## config.mk

```make
export PLATFORM = sky130hd
export DESIGN_NAME = sidx_pred_pack
export DESIGN_NICKNAME = d
export VERILOG_FILES = /design/src/rtl/sidx_pred_pack.sv
export SDC_FILE = /design/constraint.sdc
export NUM_CORES = 2
export LEC_CHECK = 0
export BUFFER_PORTS_ARGS = -buffer_cell sky130_fd_sc_hd__buf_2
export CAP_MARGIN = 20
export CORE_ASPECT_RATIO = 1.25
export CORE_MARGIN = 2
export CORE_UTILIZATION = 55
export DETAILED_ROUTE_END_ITERATION = 12
export PLACE_DENSITY_LB_ADDON = 0.1
export SYNTH_ARGS = -nofsm -noshare
export SYNTH_HDL_FRONTEND = slang
export SYNTH_SLANG_ARGS = --single-unit
```

## constraint.sdc

```tcl
create_clock -name clk -period 6.35 [get_ports clk]
set_clock_uncertainty 0.2 [all_clocks]
set_input_delay 1.27 -clock clk [delete_from_list [all_inputs] [get_ports clk]]
set_output_delay 1.27 -clock clk [all_outputs]
set_load 0.03 [all_outputs]
```

## src/rtl/sidx_pred_pack.sv

```systemverilog
module sidx_pred_pack #(
  parameter int IDX_W  = 8,
  parameter int PACK_W = 8
) (
  input  logic              clk,
  input  logic              rst_n,
  input  logic              in_valid,
  input  logic [IDX_W-1:0]  in_idx,
  input  logic              flush,
  output logic              miss_valid,
  output logic [IDX_W-1:0]  miss_idx,
  output logic              byte_valid,
  output logic [PACK_W-1:0] byte_data
);
  localparam int DEPTH = 1 << IDX_W;
  localparam int CW    = $clog2(PACK_W + 1);

  logic [IDX_W-1:0]  hist;
  logic [IDX_W-1:0]  tbl [DEPTH];
  logic [PACK_W-1:0] acc;
  logic [CW-1:0]     cnt;

  logic              hit;
  logic [CW-1:0]     ncnt;
  logic [PACK_W-1:0] nacc;
  logic [CW-1:0]     pad;
  logic              full;
  logic              emit;

  assign hit  = (tbl[hist] == in_idx);
  assign ncnt = cnt + CW'(in_valid);
  assign nacc = in_valid ? {acc[PACK_W-2:0], hit} : acc;
  assign pad  = CW'(PACK_W) - ncnt;
  assign full = (ncnt == CW'(PACK_W));
  assign emit = full || (flush && ncnt != '0);

  always_ff @(posedge clk) begin
    if (!rst_n) begin
      hist <= '0;
      for (int i = 0; i < DEPTH; i++) tbl[i] <= '0;
    end else if (in_valid) begin
      hist <= in_idx;
      if (!hit) tbl[hist] <= in_idx;
    end
  end

  always_ff @(posedge clk) begin
    if (!rst_n) begin
      miss_valid <= 1'b0;
      miss_idx   <= '0;
    end else begin
      miss_valid <= in_valid && !hit;
      if (in_valid && !hit) miss_idx <= in_idx;
    end
  end

  always_ff @(posedge clk) begin
    if (!rst_n) begin
      acc        <= '0;
      cnt        <= '0;
      byte_valid <= 1'b0;
      byte_data  <= '0;
    end else begin
      byte_valid <= emit;
      if (emit) begin
        byte_data <= nacc << pad;
        acc       <= '0;
        cnt       <= '0;
      end else begin
        acc <= nacc;
        cnt <= ncnt;
      end
    end
  end


  miss_src_chk: assert property (@(posedge clk) disable iff (!rst_n)
    miss_valid |-> $past(in_valid));


  miss_value_chk: assert property (@(posedge clk) disable iff (!rst_n)
    miss_valid |-> miss_idx == $past(in_idx));


  byte_src_chk: assert property (@(posedge clk) disable iff (!rst_n)
    byte_valid |-> $past(in_valid || flush));


  fill_range_chk: assert property (@(posedge clk) disable iff (!rst_n)
    cnt < CW'(PACK_W));


  idle_quiet_chk: assert property (@(posedge clk) disable iff (!rst_n)
    !$past(in_valid) && !$past(flush) && $past(rst_n) |-> !miss_valid && !byte_valid);
endmodule

```

==> flow_summary_export.csv <==
group,metric,value,unit
sta,period_share,0.995,
clocking,cts_buffers,202,
global_routing,use_met3,0.0622,
pwr,p_comb_frac,0.083,
placement,dpl_worst_slack,-0.143,ns
detailed_routing,ant_nets,0,
sta,slew_violations,0,
sta,fmax,158,MHz
sta,setup_ws,0.0322,ns
sta,fin_crit,6.32,ns
worst_setup_path,cp_max_fo,21,
global_routing,grt_start_max_net_pins,100,
synthesis,synth_edf_count,2048,
worst_setup_path,endpoint_kind,"flop",
placement,gp_congestion,0.955,
pwr,seqPwrFrac,0.523,
layout,layout-drive-gt1-share,0.191,
pwr,power.switching,7.17,mW
detailed_routing,routed_wirelength,307000,microns
detailed_routing,drtPass1Iterations,6,
synthesis,yosysSeqAreaShare,0.665,
floorplan,core_area,170000,sq um
placement,detailed_place.area,98200,sq um
clocking,cts_tree,"yes",
detailed_routing,vias,61400,
pwr,ir_drop,0.283,mV
placement,port_buffers,29,
synthesis,synth_area,93900,sq um
floorplan,die_h,466,microns
worst_setup_path,path_buf_inv,4,
clocking,clk_path_buf_depth,3,
synthesis,async_flop_share,0,
worst_setup_path,required,6.61,ns
detailed_routing,vias_per_cell,6.60,
sta,fin_setup_tns,0,ns
layout,finalNetCount,6910,
global_routing,grt_pass1_wl,435000,microns
clocking,cts.clk_slew.worst_paths,0.07,ns
synthesis,syn_inst,6795,
synthesis,avgSynthCellArea,13.8,sq um
global_routing,overflow,0,
global_routing,antenna_found_initial,15,
layout,final_common_cell,"edfxtp_1",
sta,finalHoldViolCount,0,
synthesis,synth_ff_type,"edfxtp_1",
floorplan,start_util,0.554,
pwr,power.density,288,nW/um^2
sta,tightest_slew,1.29,ns
worst_setup_path,cp_slowest_cell,"dfxtp_4",
flow_run,drv_cap,0,
layout,stdcell_area,105000,sq um
status,status,"finished, final reports clean",
layout,layout_common_cells,"2048 x edfxtp_1, 1871 x nor2_1, 413 x buf_4",
hold_path,worst_hold_path_type,"flop to flop",
detailed_routing,first_iter_violations,8971,
synthesis,synth.distinct_cells,72,
clocking,clk_latency,0.89,ns
pwr,p_leak,34.2,nW
worst_setup_path,cpLargestDelayFamily,"compound AO/OA/AOI/OAI gates",
worst_setup_path,cp_cell_sequence,"buf_12, buf_4, mux4_2, nor4bb_1, a311oi_4, a41o_1, nand4_1, nand4_1, xnor2_1, or4_1, o21ai_4, buf_12, nand2b_1, buf_4, o21ai_1",
clocking,clockRootBuffer,"clkbuf_16",
floorplan,die_x,374,microns
global_routing,grtUsageMet1,0.451,
detailed_routing,routedWlPerCell,33.0,microns
worst_setup_path,cp.arrival,6.58,ns
worst_setup_path,slowest_delay,0.83,ns
synthesis,ys_ff_latch,2094,
clocking,cts.sinks,2094,
floorplan,die_area,174000,sq um
floorplan,rows,169,
placement,hpwlAfterDp,207000,microns
sta,rsz0062_at_grt,"false",
clocking,htreeDepth,4,
global_routing,grt_usage,0.353,
synthesis,synth_nets,6810,
layout,area_delta_synth_final,11.6,%
worst_setup_path,crit_type,"flop to flop",
sta,setup_viol,0,
global_routing,grt_pass1_vias,60100,
sta,relSlewSlack,0.139,
synthesis,synth_warnings,0,
global_routing,busiest_layer,"met2",
pwr,power_frac_clock,0.395,
worst_setup_path,start_kind,"flop",
pwr,switching_share,0.237,
pwr,internal_power,23.0,mW
floorplan,ios,30,
detailed_routing,drcViolationCount,0,
global_routing,met2_usage,0.567,
[flip-flops by register name, indices dropped and copies added, names as in the netlist, named ones only]
| register | cells |
|---|---|
| cnt | 4 |
| hist | 8 |
| byte_valid | 1 |
| acc | 8 |
| byte_data | 8 |
| miss_idx | 8 |
| miss_valid | 1 |
| tbl | 2048 |
[cell usage after synthesis, types with 46 or more instances]
master    number  area [sq um]
a21o_1        52           390
a21oi_1       74           370
a22oi_1      139          1040
buf_2        176           881
buf_4         52           390
buf_6        158          1780
clkbuf_1     282          1060
dfxtp_1       46           921
edfxtp_1    2048         61500
mux2i_1      269          2690
mux4_2       405          9120
nand2_1      268          1010
nand3_1       67           335
nor2_1      1875          7040
nor3_1       276          1380
o21ai_0      129           646
o21ai_1       78           390
[final timing paths]
| check | from | end | slack [ns] | cells past startpoint |
|---|---|---|---|---|
| worst min register to register | miss_idx[6] | miss_idx[6] | 0.26 | 2 |
| worst max-delay path | flop | tbl[211][1] | 0.03 | 15 |
| worst max register to register | flop | tbl[211][1] | 0.03 | 15 |
| worst min-delay path | miss_idx[6] | miss_idx[6] | 0.26 | 2 |
[cell families after synthesis]
family,after synthesis,share of synthesized area
buffers and inverters,690,0.0446
and+or+nand+nor,2674,0.118
DFF,2094,0.665
muxes,687,0.127
AOI/OAI and AO/OA,640,0.0448
xor gates and xnor gates,7,0.000653
adders and majority gates,3,0.000400
[layout make-up]
class	count	area [sq um]
antenna	10	25.0
clock buffer	258	5420
clock inverter	115	1020
fill	12800	64800
inverter	12	45.0
multi-input combinational	4011	27500
sequential	2094	62400
tap	2223	2780
timing repair buffer	574	5530
[per-layer routing]
metal  vias up  wire [microns]
met5         -              69
met4        10           21800
met3       879           30300
met2      3948          147000
met1     31200          108000
li1      25400               -
[per-stage QoR]
stage	total power, mW	util	hold WS (ns)	std cells
finish	30.2	0.618	0.262	9297
global route	30.9	0.618	0.296	9288
CTS	30.2	0.617	0.262	9265
detailed placement	18.5	0.579	0.250	8892
global placement	18.5	0.579	0.245	8889
floorplan	17.4	-	0.260	6795
[power by group through the flow]
stage,sequential [mW],clock [mW],combinational (mW)
after CTS,15.8,12.0,2.45
after global placement,16.1,0,2.42
after floorplan,16.0,0,1.42
after global routing,15.8,12.5,2.56
final,15.8,11.9,2.50
after detailed placement,16.1,0,2.44
[worst register-to-register path, cell delays in order (launching register included)]
cell and delay (ns):
dfxtp_4 0.83, buf_12 0.28, buf_4 0.21, mux4_2 0.33, nor4bb_1 0.19, a311oi_4 0.62
a41o_1 0.52, nand4_1 0.47, nand4_1 0.23, xnor2_1 0.16, or4_1 0.61, o21ai_4 0.29
buf_12 0.25, nand2b_1 0.22, buf_4 0.20, o21ai_1 0.30
[repair_timing]
action,4_1_cts,5_1_grt
resized for setup,5,2
hold buffers,0,0
endpoints found under the setup margin,516,1394
setup buffers,0,1
(Power assumes the default switching activity.)
